===== src/rtl/seq_read_streamer.sv =====
module seq_read_streamer #(
  parameter int          DEPTH     = 64,
  parameter int          ADDR_BITS = 16,
  parameter logic [7:0]  OPCODE    = 8'b1100_1011
) (
  input  logic                                     clk,
  input  logic                                     rst_n,
  input  logic                                     cs,
  input  logic                                     di,
  input  logic                                     pe,
  output logic                                     mem_rd,
  output logic [(DEPTH > 1 ? $clog2(DEPTH) : 1)-1:0] mem_addr,
  input  logic [7:0]                               mem_rdata,
  output logic                                     do_o,
  output logic                                     do_oe
);
  localparam int AW = DEPTH > 1 ? $clog2(DEPTH) : 1;
  localparam int CW = $clog2(ADDR_BITS) + 1;
  localparam logic [ADDR_BITS-1:0] LAST = ADDR_BITS'(DEPTH - 1);

  typedef enum logic [2:0] {S_OPC, S_ADR, S_PAR, S_FETCH, S_LOAD, S_SHIFT, S_PBIT, S_HALT} st_t;

  st_t                  st;
  logic [CW-1:0]        cnt;
  logic [7:0]           sh;
  logic [ADDR_BITS-1:0] addr;
  logic                 par;

  wire [ADDR_BITS-1:0] addr_in = {addr[ADDR_BITS-2:0], di};
  wire                 in_range = {1'b0, addr_in} < (ADDR_BITS+1)'(DEPTH);
  wire                 at_last  = addr == LAST;
  wire [ADDR_BITS-1:0] addr_nx  = addr + 1'b1;

  assign mem_addr = AW'(st == S_SHIFT ? addr_nx : addr);
  assign mem_rd   = (st == S_FETCH) || (st == S_SHIFT && cnt == CW'(1) && !at_last);
  assign do_oe    = cs && (st == S_SHIFT || st == S_PBIT);
  assign do_o     = do_oe && (st == S_PBIT ? par : sh[7]);

  always_ff @(posedge clk or negedge rst_n) begin
    if (!rst_n) begin
      st   <= S_OPC;
      cnt  <= '0;
      sh   <= '0;
      addr <= '0;
      par  <= 1'b0;
    end else if (!cs) begin
      st  <= S_OPC;
      cnt <= '0;
    end else begin
      case (st)
        S_OPC: begin
          sh  <= {sh[6:0], di};
          cnt <= cnt + 1'b1;
          if (cnt == CW'(7)) begin
            cnt <= '0;
            st  <= ({sh[6:0], di} == OPCODE) ? S_ADR : S_HALT;
          end
        end
        S_ADR: begin
          addr <= addr_in;
          cnt  <= cnt + 1'b1;
          if (cnt == CW'(ADDR_BITS - 1)) begin
            cnt <= '0;
            if (!in_range) st <= S_HALT;
            else           st <= pe ? S_PAR : S_FETCH;
          end
        end
        S_PAR:   st <= S_FETCH;
        S_FETCH: begin
          par <= 1'b0;
          st  <= S_LOAD;
        end
        S_LOAD: begin
          sh  <= mem_rdata;
          cnt <= CW'(7);
          st  <= S_SHIFT;
        end
        S_SHIFT: begin
          par <= par ^ sh[7];
          sh  <= {sh[6:0], 1'b0};
          cnt <= cnt - 1'b1;
          if (cnt == '0) begin
            if (at_last) begin
              st <= pe ? S_PBIT : S_HALT;
            end else begin
              sh   <= mem_rdata;
              addr <= addr_nx;
              cnt  <= CW'(7);
            end
          end
        end
        S_PBIT:  st <= S_HALT;
        default: st <= S_HALT;
      endcase
    end
  end

  a_r8_idle_when_deselected: assert property (@(posedge clk) disable iff (!rst_n)
    !cs |=> !do_oe);
  a_r10_single_read_pulse: assert property (@(posedge clk) disable iff (!rst_n)
    mem_rd |=> !mem_rd);
  a_r10_prefetch_on_bit0: assert property (@(posedge clk) disable iff (!rst_n)
    (mem_rd && st == S_SHIFT && cs) |=> (st == S_SHIFT && cnt == '0) || !cs);
  a_r4_no_gap: assert property (@(posedge clk) disable iff (!rst_n)
    (st == S_SHIFT && cnt == '0 && !at_last && cs) |=> (do_oe || !cs));
  a_r6_parity_only_when_enabled: assert property (@(posedge clk) disable iff (!rst_n)
    (st == S_PBIT) |-> pe);
  a_r5_no_wrap: assert property (@(posedge clk) disable iff (!rst_n)
    (st == S_SHIFT && $past(st == S_SHIFT) && cs && $past(cs)) |-> addr >= $past(addr));
  a_r5_release_only_at_end: assert property (@(posedge clk) disable iff (!rst_n)
    (cs && $past(cs) && $fell(do_oe)) |-> st == S_HALT);
endmodule


===== config.mk =====
export PLATFORM = sky130hd
export DESIGN_NAME = seq_read_streamer
export DESIGN_NICKNAME = d
export VERILOG_FILES = /design/src/rtl/seq_read_streamer.sv
export SDC_FILE = /design/constraint.sdc
export NUM_CORES = 1
export LEC_CHECK = 0
export ABC_AREA = 1
export ABC_CLOCK_PERIOD_IN_PS = 4750
export CORE_AREA = 3 3 100 73
export DETAILED_ROUTE_END_ITERATION = 8
export DIE_AREA = 0 0 103 76
export SLEW_MARGIN = 5
export SYNTH_ARGS = -nofsm -noshare
export SYNTH_HDL_FRONTEND = slang
export SYNTH_SLANG_ARGS = --single-unit
export TNS_END_PERCENT = 5

===== constraint.sdc =====
create_clock -name clk -period 4.75 [get_ports clk]
set_clock_uncertainty 0.1 [all_clocks]
set_input_delay 1.1875 -clock clk [delete_from_list [all_inputs] [get_ports clk]]
set_output_delay 1.1875 -clock clk [all_outputs]
set_load 0.05 [all_outputs]

# Word-level counts from Yosys, hierarchy flattened
# Index checks and enable logic that the tools add are counted.
totals:
  regBits: 33
classes:
  bitwise_logic: 1
  n_eq_ne: 18
  addsub: 3
  order_cmp: 1
  n_reduce_logical: 16
  n_mux: 25
ops:
  columns: ["cell", "count"]
  rows:
  - ["$mux 16", 2]
  - ["$pmux 16 s2", 1]
  - ["$mux 5", 5]
  - ["$pmux 8 s3", 1]
  - ["$mux 3", 7]
  - ["$pmux 5 s4", 1]
  - ["$pmux 3 s6", 1]
  - ["$add 16x1->16 const B", 1]
  - ["$eq 16x6->1 const B", 1]
  - ["$lt 16x7->1 const B", 1]
  - ["$mux 8", 2]
  - ["$eq 3x3->1 const B", 3]
  - ["$ne 3x3->1 const B", 3]
  - ["$eq 8x8->1 const B", 1]
  - ["$reduce_and 4->1", 2]
  - ["$eq 3x2->1 const B", 2]
  - ["$mux 6", 1]
  - ["$add 5x1->5 const B", 1]
  - ["$eq 5x1->1 const B", 1]
  - ["$eq 5x3->1 const B", 1]
  - ["$eq 5x4->1 const B", 1]
  - ["$logic_not 5->1", 1]
  - ["$ne 5x1->1 const B", 1]
  - ["$sub 5x1->5 const B", 1]
  - ["14 further kinds", 22]

# Logic depth before layout (Yosys ltp)
# Gate-level depths: netlist of the first run.
depth:
  ltp_word: 5
  depth_mapped: 11
  depth_no_buf: 11

# Worst setup path before layout of the first run
# No wires, ideal clock.
synth_timing:
  path_kind: "input to output"
  from: "in cs"
  to: "out do_o"
  path_buffers: 1
  stages: 4
  t_arrival_ns: 3.192
  path_slack_ns: 0.271
  required_time_ns: 3.463
  cell_sequence: "buf_2 nand2_1 nor3_1 o211a_1"
synth_between:
  elab_chain_len: 2
synth_lines:
  columns: ["item", "line_no", "source"]
  rows:
  - ["start, declared", "8", "input logic cs,"]
  - ["$logic_and 1x1->1", "36", "assign do_oe = cs && (st == S_SHIFT || st == S_PBIT);"]
  - ["named net do_oe", "15", "output logic do_oe"]
  - ["$logic_and 1x1->1", "37", "assign do_o = do_oe && (st == S_PBIT ? par : sh[7]);"]
  - ["end, declared", "14", "output logic do_o,"]
# The timed path passes the listed nets, and every way through them passes these cells.

# Final worst setup path of the first run
layout_timing:
  from: "in cs"
  to: "out do_o"
layout_between:
  elab_chain_len: 2
layout_lines:
  columns: ["item", "line_no"]
  rows:
  - ["$logic_and 1x1->1", "36"]
  - ["$logic_and 1x1->1", "37"]
# Every way passes these cells.

==> reports/qor_table.md, run 1 <==
| Metric | Reported |
|---|---|
| Finished Cell Area | 2900 um^2 |
| Capture instance of the worst register-to-register path | addr[10]$_DFFE_PN0P_ |
| Count of unique library cells instantiated by Yosys | 35 |
| Layout cell share with drive strength beyond 1 | 0.0813 |
| Global-route wire length before repair | 11000 um |
| Routability Congestion | 0.874 |
| Total count of max-transition violations in the final report | 0 |
| Clock period minus final worst setup slack | 3.98 ns |
| Total design power | 1.86 mW |
| Achievable frequency | 0.251 GHz |
| Sequential cell fraction of total power | 0.307 |
| Cell types occupying the most area after synthesis | dfrtp_1, nand2_1, nand3_1 |
| Power density over the cells | 642 nW/um^2 |
| Layout overhead on the synthesized area | 14.4% |
| Worst setup path endpoint | do_o |
| Die Footprint | 7830 um^2 |
| Largest net degree at the start of global routing | 34 |
| Detailed-route via count | 2469 |
| Worst rel slew slack | 0.559 |
| Crit start category | input port |
| Aggregate routed wire length | 6470 um |
| Count of input and output buffers | 21 |
| Endpoint kind of the worst setup timing path | primary output |
| Worst Setup Path Type | input port to primary output |
| Final core utilization | 0.460 |
| Flop and latch count out of synthesis | 33 |
| Post-CTS setup buffers | 0 |
| Setup repair after global routing missed its margin | false |
| Setup TNS after final layout | 0 ns |
| Hpwl dp | 4720 um |
| Arrival time reported for the critical path endpoint | 2.69 ns |
| Instance area at placement | 2810 um^2 |
| Count of maximum capacitance violations | 0 |
| Share of the yosys chip area belonging to registers | 0.326 |
| Largest buffer count on any clock path | 2 |
| Initial detailed-routing violation count | 197 |
| Worst R2R Start | addr[0]$_DFFE_PN0P_ |
| Share of async-settable or async-resettable flops after synthesis | 1.00 |
| Worst R2R Path Depth | 9 |
| Syn avg cell area | 6.62 um^2 |
| Number of nets in the finished design | 424 |
| Wire length per cell after detailed routing | 13.4 um |
| Switching share of power | 0.529 |
| Maximum fanout count along the critical path | 10 |
| Count of flip-flops with a built-in enable after synthesis | 0 |
| H-tree depth | 2 |
| Clk slew on worst S/H paths | 0.08 ns |
| Total clock buffers created by CTS | 5 |
| Critical path launch point | cs |
| Max rail drop VDD | 0.276 mV |
| Grt total ovfl | 0 |
| Number of gates given a new drive strength after cts | 0 |
| Antenna Cells | 0 |
| Via count of the first global-routing pass | 2198 |
| Outcome | finished, final reports clean |
| Period utilization | 0.838 |
| Initial core utilization | 0.402 |
| Clock tree from TritonCTS | done |
| Most used flip-flop cell after synthesis | dfrtp_1 |
| CP Data Required Time | 3.46 ns |
| Die span in x | 103 um |
| Number of design rule violations left after detail routing | 0 |
| Switching power summed over all nets | 984 uW |
| Number of antenna violations at the first check in global routing | 0 |
| GR Util All Layers | 0.173 |
| Number of I/O pins | 22 |
| Insertion delay of the later-clocked pin in the worst-skew pair | 0.29 ns |
| First-pass iteration count of the detailed router | 4 |
| Post-detailed-route via-to-cell ratio | 5.10 |
| Number of cells produced by synthesis | 383 |
| CTS root buf | clkbuf_8 |
| Post-route antenna net violation count | 0 |
| Register-to-Register Setup Slack | 2.41 ns |
| Actual slew at the worst max-slew pin | 0.660 ns |
| Count of yosys warnings during synthesis | 0 |
| Synthesized cell area | 2530 um^2 |
| Die height | 76 um |
| Hold_buf cts | 0 |
| Pleak | 1.35 nW |
| Leading area contributor after synthesis | dfrtp_1 |
| Internal Power | 877 uW |
| Post-synth top area share | 0.326 |
| Mapped Nets | 402 |
| Fraction of power consumed by combinational cells | 0.577 |
| Row count | 24 |
| Final setup vio count | 0 |
| Class of the worst hold path | flop to flop |
| TritonCTS Sinks | 33 |
| Core area | 6310 um^2 |
| Clock power frac | 0.117 |
| Final Hold Vio Count | 0 |
==> state kept, by name, summed over array words and instances, names as in the netlist <==
register,cells
cnt,5
addr,16
sh,8
par,1
st,3
==> layout by cell type, fill, tap and decap left out, types with 3 or more instances in the layout <==
master and count:
nand2_1 130, nand3_1 42, inv_1 38, dfrtp_1 33, o21ai_0 25, clkdlybuf4s50_1 19
nor2_1 18, o21ai_1 14, nor3_1 13, nand4_1 9, a21oi_1 7, xor2_1 7
ha_1 6, clkbuf_8 5, nor2_4 4, buf_4 4, inv_2 3, nor3_2 3
==> synth_stat cells, drive strengths merged (2+ instances only) <==
cell,n
dfrtp,33
a21oi,7
inv,41
ha,6
nand3b,2
nand4,9
nor3,16
o21ai,41
xor2,7
nand3,43
o21a,2
nand2,133
buf,8
nor2,24
or2,2
==> final cells by class <==
cell class | instances | area [um^2]
clock buffers | 5 | 68.8
repair buffers | 24 | 240
flip-flops and latches | 33 | 826
well taps | 78 | 97.6
fillers | 644 | 3410
inverters | 42 | 158
multi-input cells | 299 | 1490
clock inverters | 3 | 17.5
==> metal layers <==
metal  vias to the layer above  share of wire  global-route usage  routed length (um)
met5                         -              0                   0                   0
met4                         0         0.0019              0.0233                  12
met3                         2          0.051              0.0384                 328
met2                        53           0.38               0.218                2430
met1                      1111           0.57               0.296                3690
li1                       1303              -                   -                   -
==> worst min-delay path by stage <==
stage / cells past startpoint / slack (ns) / to / from
detailed placement: 1 / 0.37 / par$_DFFE_PN0P_ / par$_DFFE_PN0P_
floorplan: 1 / 0.35 / par$_DFFE_PN0P_ / par$_DFFE_PN0P_
CTS: 1 / 0.39 / par$_DFFE_PN0P_ / par$_DFFE_PN0P_
global placement: 1 / 0.39 / par$_DFFE_PN0P_ / par$_DFFE_PN0P_
global route: 1 / 0.42 / par$_DFFE_PN0P_ / par$_DFFE_PN0P_
finish: 1 / 0.39 / par$_DFFE_PN0P_ / par$_DFFE_PN0P_
==> cells by family (layout without fill, tap and decap cells) <==
kind of cell	Yosys count	count (layout)	share of synthesized area
xor gates and xnor gates	7	7	0.0242
and+or+nand+nor	229	229	0.409
AOI/OAI and AO/OA	57	57	0.126
DFF	33	33	0.326
buffers and inverters	51	74	0.0854
adders and majority gates	6	6	0.0296
==> power by group through the flow <==
stage / Combinational (mW) / Clock, mW / Sequential, mW
floorplan: 0.858 / 0 / 0.516
detailed placement: 1.06 / 0 / 0.570
finish: 1.07 / 0.217 / 0.571
global route: 1.21 / 0.236 / 0.588
CTS: 1.07 / 0.222 / 0.568
global placement: 1.06 / 0 / 0.574
==> metrics by stage <==
stage	setup slack (ns)	hold WS, ns	std cells
after floorplan	0.271	0.351	383
after global placement	0.874	0.386	476
after detailed placement	0.761	0.374	476
after CTS	0.743	0.388	484
final	0.769	0.392	484
after global routing	0.571	0.416	484
==> critical path: stages <==
cell	delay, ns
clkdlybuf4s50_1	0.47
buf_4	0.18
nand2_1	0.12
nor3_1	0.34
o211a_1	0.25
buf_12	0.14
Note: power is estimated with default switching activity, not from simulation.
==> run 2, diff against run 1 <==
Settings changed: ABC_CLOCK_PERIOD_IN_PS 4750 to 3800.
Clock period 4.75 ns to 3.8 ns, I/O delays scaled along.
==> run 2 against run 1 <==
  * Sequential share of layout area down 0.42 points
  * Largest power group unchanged
  * Cell area is 1.5% higher
  * Largest cell class unchanged
  * Final cell count increased by 0.21%
==> reports/qor_table.md, run 2 (same netlist as run 1, synthesis figures left out) <==
| Metric | Reported |
|---|---|
| Delay-heaviest family, CP | buffers and inverters |
| Final setup vio count | 0 |
| Layout overhead on the synthesized area | 16.1% |
| Row count | 24 |
| Number of antenna violations at the first check in global routing | 0 |
| Critical path's slowest cell | clkdlybuf4s50_1 |
| GR Util All Layers | 0.177 |
| Sequential cell fraction of total power | 0.295 |
| Final Non-Filler Cells | 485 |
| Count of input and output buffers | 21 |
| Worst R2R Path Depth | 10 |
| Total clock buffers created by CTS | 5 |
| Capture instance of the worst register-to-register path | sh[2]$_DFFE_PN0P_ |
| Setup TNS after final layout | 0 ns |
| Hold_buf cts | 0 |
| Core area | 6310 um^2 |
| Final core utilization | 0.467 |
| Setup repair after global routing missed its margin | false |
| Die height | 76 um |
| Clock period minus final worst setup slack | 3.35 ns |
| Switching power summed over all nets | 1.24 mW |
| Worst path max stage delay | 0.50 ns |
| Power density over the cells | 820 nW/um^2 |
| Maximum fanout count along the critical path | 4 |
| Wire length per cell after detailed routing | 13.7 um |
| Routability Congestion | 0.887 |
| WHS Endpoint | par$_DFFE_PN0P_ |
| Insertion delay of the later-clocked pin in the worst-skew pair | 0.29 ns |
| Finished Cell Area | 2940 um^2 |
| Register-to-Register Setup Slack | 1.63 ns |
| Number of gates given a new drive strength after cts | 0 |
| Most frequent cells in the layout | nand2_1, nand3_1, inv_1 |
| Largest net degree at the start of global routing | 34 |
| Largest buffer count on any clock path | 2 |
| Die Footprint | 7830 um^2 |
| Detailed-route via count | 2529 |
| Crit start category | input port |
| Arrival time reported for the critical path endpoint | 2.30 ns |
| Clock tree from TritonCTS | done |
| Die span in x | 103 um |
| Worst R2R Start | addr[0]$_DFFE_PN0P_ |
| Post-detailed-route via-to-cell ratio | 5.21 |
| Max rail drop VDD | 0.364 mV |
| Layout filler cell count | 670 |
| Source of the worst hold timing path | par$_DFFE_PN0P_ |
| Switching share of power | 0.516 |
| Cell chain of the critical path | clkdlybuf4s50_1 > nand2_1 > nor3_2 > o211a_1 > buf_12 |
| Initial detailed-routing violation count | 292 |
| Number of I/O pins | 22 |
| Final Hold Vio Count | 0 |
| First-pass iteration count of the detailed router | 4 |
| H-tree depth | 2 |
| TritonCTS Sinks | 33 |
| Internal Power | 1.17 mW |
| Number of flip-flops in the largest register | 16 |
| Bufs and invs on worst path | 2 |
| Grt total ovfl | 0 |
| Min Hold Slack | 0.405 ns |
| Number of nets in the finished design | 425 |
| Class of the worst hold path | flop to flop |
| Fraction of power consumed by combinational cells | 0.564 |
| Most common library cell in the layout ignoring fill and taps | nand2_1 |
| Largest registers ranked by flip-flop count | addr (16), sh (8), cnt (5) |
| Initial core utilization | 0.402 |
| Antenna Cells | 0 |
| Layout cell share with drive strength beyond 1 | 0.0958 |
| Aggregate routed wire length | 6630 um |
| CP Data Required Time | 2.75 ns |
| Instance area at placement | 2830 um^2 |
| Largest Register | addr |
| Via count of the first global-routing pass | 2189 |
| Pleak | 1.37 nW |
| Clock power frac | 0.140 |
| Outcome | finished, final reports clean |
| Hpwl dp | 4930 um |
| Post-route antenna net violation count | 0 |
| Total count of max-transition violations in the final report | 0 |
| Worst rel slew slack | 0.603 |
| Endpoint kind of the worst setup timing path | primary output |
| Period utilization | 0.882 |
| Achievable frequency | 0.298 GHz |
| Hold Path Stages | 1 |
| Global-route wire length before repair | 11300 um |
| Total instance count after detailed placement | 477 |
| Count of maximum capacitance violations | 0 |
| Actual slew at the worst max-slew pin | 0.590 ns |
| CTS root buf | clkbuf_8 |
| Post-CTS setup buffers | 0 |
| Clk slew on worst S/H paths | 0.08 ns |
| Number of design rule violations left after detail routing | 0 |
| Worst Setup Path Type | input port to primary output |
==> run 2: per-layer routing <==
layer	global-route usage	vias up	wire length, um
met3	0.0339	2	383
met5	0	-	0
met4	0.0207	0	24
met2	0.214	56	2570
met1	0.315	1169	3650
li1	-	1302	-
==> run 2: worst max path at each step <==
stage / start / endpoint / slack [ns] / cells after the start
after floorplan: cs / do_o / 0.26 / 4
after global placement: cs / do_o / 0.44 / 5
after detailed placement: cs / do_o / 0.46 / 5
after CTS: cs / do_o / 0.44 / 5
after global routing: cs / do_o / 0.39 / 5
final: cs / do_o / 0.45 / 5
==> run 2: power groups by stage <==
stage | Combinational, mW | Clock [mW] | Sequential, mW
2_1_floorplan | 1.08 | 0 | 0.645
3_3_place_gp | 1.34 | 0 | 0.712
3_5_place_dp | 1.35 | 0 | 0.713
4_1_cts | 1.36 | 0.347 | 0.708
5_1_grt | 1.54 | 0.361 | 0.743
6_report | 1.36 | 0.338 | 0.713
==> run 2: per-stage QoR <==
| step | total power, mW | setup slack [ns] |
|---|---|---|
| floorplan | 1.72 | 0.262 |
| global placement | 2.05 | 0.442 |
| detailed placement | 2.06 | 0.465 |
| CTS | 2.41 | 0.438 |
| global route | 2.64 | 0.390 |
| finish | 2.41 | 0.447 |
==> run 2: cell type report <==
cell class	instances	area, um^2	area share
inverters	42	158	0.0536
repair buffers	25	250	0.0850
clock buffers	5	68.8	0.0234
well taps	78	97.6	0.0332
multi-input cells	299	1500	0.509
clock inverters	3	46.3	0.0157
flip-flops and latches	33	826	0.281
